$ cat src/rtl/rlid_pkg.sv
package rlid_pkg;

    typedef enum logic [1:0] {
        LVL_INDET   = 2'd0,
        LVL_INVALID = 2'd1,
        LVL_VALID   = 2'd2
    } lvl_class_e;

    // Valid wins over invalid if a comparator reports both.
    function automatic lvl_class_e classify_level(input logic is_valid, input logic is_invalid);
        if (is_valid)
            return LVL_VALID;
        else if (is_invalid)
            return LVL_INVALID;
        else
            return LVL_INDET;
    endfunction

endpackage

$ cat src/rtl/rlid_sync.sv
module rlid_sync #(
    parameter int WIDTH  = 3,
    parameter int STAGES = 2
) (
    input  logic             clk,
    input  logic             rst,
    input  logic [WIDTH-1:0] d_i,
    output logic [WIDTH-1:0] q_o
);

    logic [WIDTH-1:0] stage_q [STAGES];

    always_ff @(posedge clk) begin
        if (rst)
            stage_q[0] <= '0;
        else
            stage_q[0] <= d_i;
    end

    for (genvar k = 1; k < STAGES; k++) begin : g_stage
        always_ff @(posedge clk) begin
            if (rst)
                stage_q[k] <= '0;
            else
                stage_q[k] <= stage_q[k-1];
        end
    end

    assign q_o = stage_q[STAGES-1];

endmodule

$ cat src/rtl/rlid_classify.sv
module rlid_classify
    import rlid_pkg::*;
#(
    parameter int NUM_RX = 3
) (
    input  logic [NUM_RX-1:0] valid_s_i,
    input  logic [NUM_RX-1:0] invalid_s_i,
    output logic              any_valid_o,
    output logic              all_invalid_o
);

    lvl_class_e       cls   [NUM_RX];
    logic [NUM_RX-1:0] is_val;
    logic [NUM_RX-1:0] is_inv;

    for (genvar r = 0; r < NUM_RX; r++) begin : g_rx
        assign cls[r]    = classify_level(valid_s_i[r], invalid_s_i[r]);
        assign is_val[r] = (cls[r] == LVL_VALID);
        assign is_inv[r] = (cls[r] == LVL_INVALID);
    end

    assign any_valid_o   = |is_val;
    assign all_invalid_o = &is_inv;

endmodule

$ cat src/rtl/rlid_persist.sv
module rlid_persist #(
    parameter int LOW_CYCLES  = 6000,
    parameter int HIGH_CYCLES = 100
) (
    input  logic clk,
    input  logic rst,
    input  logic any_valid_i,
    input  logic all_invalid_i,
    output logic status_n_o
);

    localparam int LO_W = $clog2(LOW_CYCLES + 1);
    localparam int HI_W = $clog2(HIGH_CYCLES + 1);
    localparam logic [LO_W-1:0] LO_LAST = LO_W'(LOW_CYCLES - 1);
    localparam logic [HI_W-1:0] HI_LAST = HI_W'(HIGH_CYCLES - 1);

    logic [LO_W-1:0] lo_cnt;
    logic [HI_W-1:0] hi_cnt;
    logic            lo_done;
    logic            hi_done;

    assign lo_done = all_invalid_i && (lo_cnt >= LO_LAST);
    assign hi_done = any_valid_i   && (hi_cnt >= HI_LAST);

    always_ff @(posedge clk) begin
        if (rst) begin
            lo_cnt <= '0;
        end else if (!all_invalid_i) begin
            lo_cnt <= '0;
        end else if (lo_cnt < LO_LAST) begin
            lo_cnt <= lo_cnt + 1'b1;
        end
    end

    always_ff @(posedge clk) begin
        if (rst) begin
            hi_cnt <= '0;
        end else if (!any_valid_i) begin
            hi_cnt <= '0;
        end else if (hi_cnt < HI_LAST) begin
            hi_cnt <= hi_cnt + 1'b1;
        end
    end

    always_ff @(posedge clk) begin
        if (rst)
            status_n_o <= 1'b0;
        else if (hi_done)
            status_n_o <= 1'b1;
        else if (lo_done)
            status_n_o <= 1'b0;
    end

endmodule

$ cat src/rtl/rx_level_invalid_det.sv
module rx_level_invalid_det #(
    parameter int NUM_RX      = 3,
    parameter int SYNC_STAGES = 2,
    parameter int LOW_CYCLES  = 6000,
    parameter int HIGH_CYCLES = 100
) (
    input  logic              clk,
    input  logic              rst,
    input  logic [NUM_RX-1:0] lvl_valid_i,
    input  logic [NUM_RX-1:0] lvl_invalid_i,
    output logic              link_invalid_n_o
);

    logic [NUM_RX-1:0] valid_s;
    logic [NUM_RX-1:0] invalid_s;
    logic              any_valid;
    logic              all_invalid;

    rlid_sync #(.WIDTH(2*NUM_RX), .STAGES(SYNC_STAGES)) u_sync (
        .clk (clk),
        .rst (rst),
        .d_i ({lvl_valid_i, lvl_invalid_i}),
        .q_o ({valid_s, invalid_s})
    );

    rlid_classify #(.NUM_RX(NUM_RX)) u_classify (
        .valid_s_i     (valid_s),
        .invalid_s_i   (invalid_s),
        .any_valid_o   (any_valid),
        .all_invalid_o (all_invalid)
    );

    rlid_persist #(.LOW_CYCLES(LOW_CYCLES), .HIGH_CYCLES(HIGH_CYCLES)) u_persist (
        .clk           (clk),
        .rst           (rst),
        .any_valid_i   (any_valid),
        .all_invalid_i (all_invalid),
        .status_n_o    (link_invalid_n_o)
    );

endmodule

$ cat config.mk
export PLATFORM = sky130hd
export DESIGN_NAME = rx_level_invalid_det
export DESIGN_NICKNAME = d
export VERILOG_FILES = /design/src/rtl/rlid_pkg.sv /design/src/rtl/rlid_sync.sv /design/src/rtl/rlid_classify.sv /design/src/rtl/rlid_persist.sv /design/src/rtl/rx_level_invalid_det.sv
export SDC_FILE = /design/constraint.sdc
export NUM_CORES = 1
export LEC_CHECK = 0
export ABC_CLOCK_PERIOD_IN_PS = 1900
export BUFFER_PORTS_ARGS = -buffer_cell sky130_fd_sc_hd__buf_4
export CAP_MARGIN = 20
export CORE_MARGIN = 3
export CORE_UTILIZATION = 58
export DETAILED_ROUTE_END_ITERATION = 16
export PLACE_DENSITY = 0.85
export RECOVER_POWER = 50
export SLEW_MARGIN = 20
export SYNTH_ARGS = -nofsm -noshare
export SYNTH_HDL_FRONTEND = slang
export SYNTH_SLANG_ARGS = --single-unit
export TNS_END_PERCENT = 10
$ cat constraint.sdc
create_clock -name clk -period 1.9 [get_ports clk]
set_clock_uncertainty 0.15 [all_clocks]
set_input_delay 0.095 -clock clk [delete_from_list [all_inputs] [get_ports clk]]
set_output_delay 0.095 -clock clk [all_outputs]
set_load 0.05 [all_outputs]
* Yosys cells after proc, flatten, opt, wreduce, memory -nomap -nowiden
Memories as Yosys holds them, arrays and structs flattened. Cells that the tools add are included. Widths: inputs -> output; s select.
Cells by class: add/subtract/negate cells 2, order comparisons 4, equality and inequality tests 6, multiplexer cells 13, bitwise logic cells 4, reductions and logical operators 7
Operator list (count):
- $add 13x1->13 const B | 1
- $ge 13x13->1 const B | 1
- $lt 13x13->1 const B | 1
- $mux 6 | 2
- $mux 1 | 8
- $add 7x1->7 const B | 1
- $ge 7x7->1 const B | 1
- $lt 7x7->1 const B | 1
- $eq 2x1->1 const B | 3
- $eq 2x2->1 const B | 3
- $mux 2 | 3
- $reduce_or 2->1 | 2
- $reduce_and 3->1 | 1
- $reduce_or 3->1 | 1
- $logic_and 1x1->1 | 2
- $not 1->1 | 2
- $or 1x1->1 | 2
- $reduce_bool 2->1 | 1
Word-level totals: register bits 21, RAM bits 12, input port bits 8, output and inout port bits 1, logic and storage cells 40, memories 1
Memories:
- u_sync.stage_q | depth 2, bits a word 6, rd ports 2, clocked after memory_dff 0, write ports 2, line rlid_sync.sv:11 | logic [WIDTH-1:0] stage_q [STAGES];

* Depth between registers and ports, before layout
An unclocked memory read counts as a cell.
depth in word-level cells 8, depth in mapped cells 6, depth with buffers taken out 4

* By module
A second synthesis with hierarchy kept.
Unflattened totals: cell total of the unflattened synthesis 153, area total of the unflattened synthesis 1485.2 µm²
By module, submodules not included:
- rlid_persist | times used 1, cells an instance 125, area an instance 1096.1 µm²
- rlid_sync | times used 1, cells an instance 25, area an instance 366.6 µm²
- rlid_classify | times used 1, cells an instance 3, area an instance 22.5 µm²

* Worst setup path after synthesis
No wires, ideal clock.
path kind reg2reg, start point reg u_persist.lo_cnt[8], end point reg u_persist.lo_cnt[5], setup time 70 ps, arrival 1476 ps, data required time 1680 ps, setup slack 204 ps, stages on the path, launching flop included 6, path buffers 1, clock period less this slack 1696 ps, path through dfxtp_1 > a41o_1 > and2_4 > buf_6 > or4_1 > a21oi_1
Between the ends: cells in the longest elaborated chain, start to end 1
RTL lines:
- from (decl) | line rlid_persist.sv:17 | logic [LO_W-1:0] lo_cnt;
- from (signal assigned) | line rlid_persist.sv:31 | lo_cnt <= lo_cnt + 1'b1;
- $lt 13x13->1 | line rlid_persist.sv:30 | end else if (lo_cnt < LO_LAST) begin
No other way between the ends. A chain may end at the register's enable or synchronous reset.

* Final worst setup path
start point reg u_persist.lo_cnt[8], end point reg u_persist.lo_cnt[10]
Between the ends: cells in the longest elaborated chain, start to end 1, elaborated cells between the ends (all ways) 2
RTL lines (line):
- $add 13x1->13 or $lt 13x13->1 (tied branches) | rlid_persist.sv:31, rlid_persist.sv:30
Parallel ways exist; a longest one is shown, timed or not.

==> results.cfg <==
[worst_setup_path]
startpoint_type = flip-flop
critPathKind = reg2reg
r2r_slack_ps = 110
timing.critical_path.fanout_max = 9
cp-startpoint = u_persist.lo_cnt[8]
critPathCaptureType = flip-flop
r2r-end = u_persist.lo_cnt[10]
cp.arrival_ps = 1910
endpoint = u_persist.lo_cnt[10]
crit_required_ps = 2020
r2r-start = u_persist.lo_cnt[8]
rr_worst_depth = 4

[timing]
slew_violations = 0
rsz0062_at_grt = false
worstMarginPinSlew_ps = 640
period_share_pct = 94.1
final_hold_viol_count = 0
setup_viol = 0
relSlewSlack_pct = 57.3
fmax_ghz = 0.559
fin_ws_ps = 112
min_period_ps = 1790
tns_ps = 0

[yosys]
async_flop_share_pct = 0
ys_ff_latch = 33
synth_flop_cell = dfxtp_1
seq_area_frac_synth_pct = 46.6
syn_inst = 154
mappedNetlistArea_um2 = 1420
synth.distinct_cells = 39
synth_edf_count = 0
synth_fp_nets = 164
syn_area_per_cell_um2 = 9.20
synth-warning-count = 0

[power_and_ir_drop]
combPwrFrac_pct = 4.3
p_sw_uw = 273
p_leak_uw = 0.000616
p_int_uw = 1050
switching_share_pct = 20.5
powerDensity_nw_per_um2 = 779
pwr-share-seq_pct = 53.6
vdd_drop_max_mv = 0.731
power_frac_clock_pct = 42.1

[cts]
cts_tree = built
worstSkewPairLatency_ps = 340
cts_htree_levels = 2
cts.sinks = 33
cts_buffer_depth = 2
clk_pin_slew_ps = 110
clockRootBuffer = clkbuf_4
numCtsBuffers = 5

[worst_hold_path]
hold_class = reg2reg
whs_path_depth = 1

[grt]
grt_pass1_vias = 1165
antenna_found_initial = 0
grt_usage_pct = 22.5
overflow = 0
grt_max_degree = 17
grt_pass1_wl_mm = 5.47

[detailed_routing]
firstDrtPassIters = 4
vias = 1231
routedWlPerCell_um = 14.8
drc_errors = 0
dr.first_iter.drc_count = 51
antenna_left = 0
vias_per_cell = 5.95
wl_mm = 3.06

[placed_design]
dpl.hpwl_mm = 1.78
dpl_worst_slack_ps = 118
place.gp.congestion = 0.822
portBuffers = 8
dp_cells = 186

[flow_run]
cap_violations = 0

[final_layout]
layout-drive-gt1-share_pct = 13.4
areaGrowthSynthToFinish_pct = 20.1
utilization_pct = 75.5
fin_cells = 207
diodes = 0
nets = 188

[floorplanning]
die_h_um = 55.4
rows = 17
fp.coreArea_um2 = 2250
die_area_um2 = 3070
die_w_um = 55.4
start_util_pct = 62.8
ioPinCount = 9

[status]
outcome = complete, no violations
==> power groups by stage <==
stage	Combinational (uW)	Clock (uW)	Sequential (uW)
2_1_floorplan	19.2	0	725
3_3_place_gp	33.9	0	725
3_5_place_dp	35.5	0	726
4_1_cts	56.6	566	710
5_1_grt	63.6	603	713
6_report	57.5	558	711
==> registers in the layout (all words and copies together) (netlist names) <==
name / cells
u_persist.hi_cnt: 7
u_persist.lo_cnt: 13
u_persist.status_n_o: 1
u_sync.stage_q: 12
==> worst min-delay path by stage <==
stage	start	end	slack, ps
after floorplan	rst	u_sync.stage_q[0][0]	20
after global placement	lvl_invalid_i[2]	u_sync.stage_q[0][2]	160
after detailed placement	lvl_invalid_i[1]	u_sync.stage_q[0][1]	160
after CTS	u_sync.stage_q[0][0]	u_sync.stage_q[1][0]	290
after global routing	u_sync.stage_q[0][5]	u_sync.stage_q[1][5]	320
final	u_sync.stage_q[0][0]	u_sync.stage_q[1][0]	300
==> worst max-delay path: stages (launching register included) <==
cell     delay (ps)
dfxtp_1         370
a41o_1          290
a21o_2          280
or4_1           490
a21oi_1         150
==> repair_timing <==
| action | CTS | global route |
|---|---|---|
| resized for setup | 0 | 3 |
| hold buffers | 13 | 0 |
| setup buffers | 0 | 0 |
| endpoints found under the hold margin | 12 | 0 |
| setup endpoints to repair | 0 | 3 |
==> cells in the mapped netlist, types with 2 or more instances <==
cell	count	area [um^2]
a21oi_1	12	60.1
buf_6	2	22.5
ha_1	2	25.0
nand2_1	9	33.8
o21ai_0	8	40.0
nand2b_1	3	18.8
or4_1	5	37.5
or3_1	5	31.3
a31oi_1	2	12.5
nor2b_1	14	87.6
mux2i_1	2	20.0
inv_1	2	7.51
xor2_1	4	35.0
nand4_1	5	31.3
o31ai_1	6	45.0
dfxtp_1	33	661
nor2_1	7	26.3
nor3_1	2	10.0
clkbuf_1	3	11.3
nand3_1	9	45.0
==> area by class of cell <==
class	instances	area, um^2
clock buffer	6	51.3
sequential	33	662
tap	28	35.0
inverter	2	7.51
fill	167	553
clock inverter	2	37.5
timing repair buffer	24	201
multi-input combinational	112	707
==> stage by stage <==
stage	cell area, um^2	total power (uW)	hold WS (ps)
6_report	1700	1330	301
5_1_grt	1700	1380	325
4_1_cts	1710	1330	294
3_5_place_dp	1490	762	162
3_3_place_gp	1490	759	155
2_1_floorplan	1420	744	16.6
==> kinds of logic (layout without fill, tap and decap cells) <==
family	count (synthesis)	in the layout	share of synthesized area, %
AO/OA/AOI/OAI	37	37	16.9
XOR/XNOR	4	4	2.47
adder cells (fa/ha/maj)	2	2	1.77
buffers and inverters	9	34	3.62
flip-flops	33	33	46.6
multiplexers	2	2	1.41
AND/OR/NAND/NOR	67	67	27.2
==> layer usage <==
metal	vias up	share of wire, %	track usage [%]
met2	33	48	36.7
met1	579	46	28.2
met4	0	1.6	7.29
met3	6	4.7	6.78
met5	-	0	0
li1	613	-	-
==> cells in the final DEF (no fill, tap or decap), drive strengths merged, types with 5 or more instances in the layout <==
cell,instances
nor2b,14
dlygate4sd3,13
or3,6
clkbuf,9
a21oi,12
o31ai,6
buf,8
or4,5
nand2,9
nand4,5
dfxtp,33
o21ai,8
nand3,9
nor2,7
(Power assumes the default switching activity.)
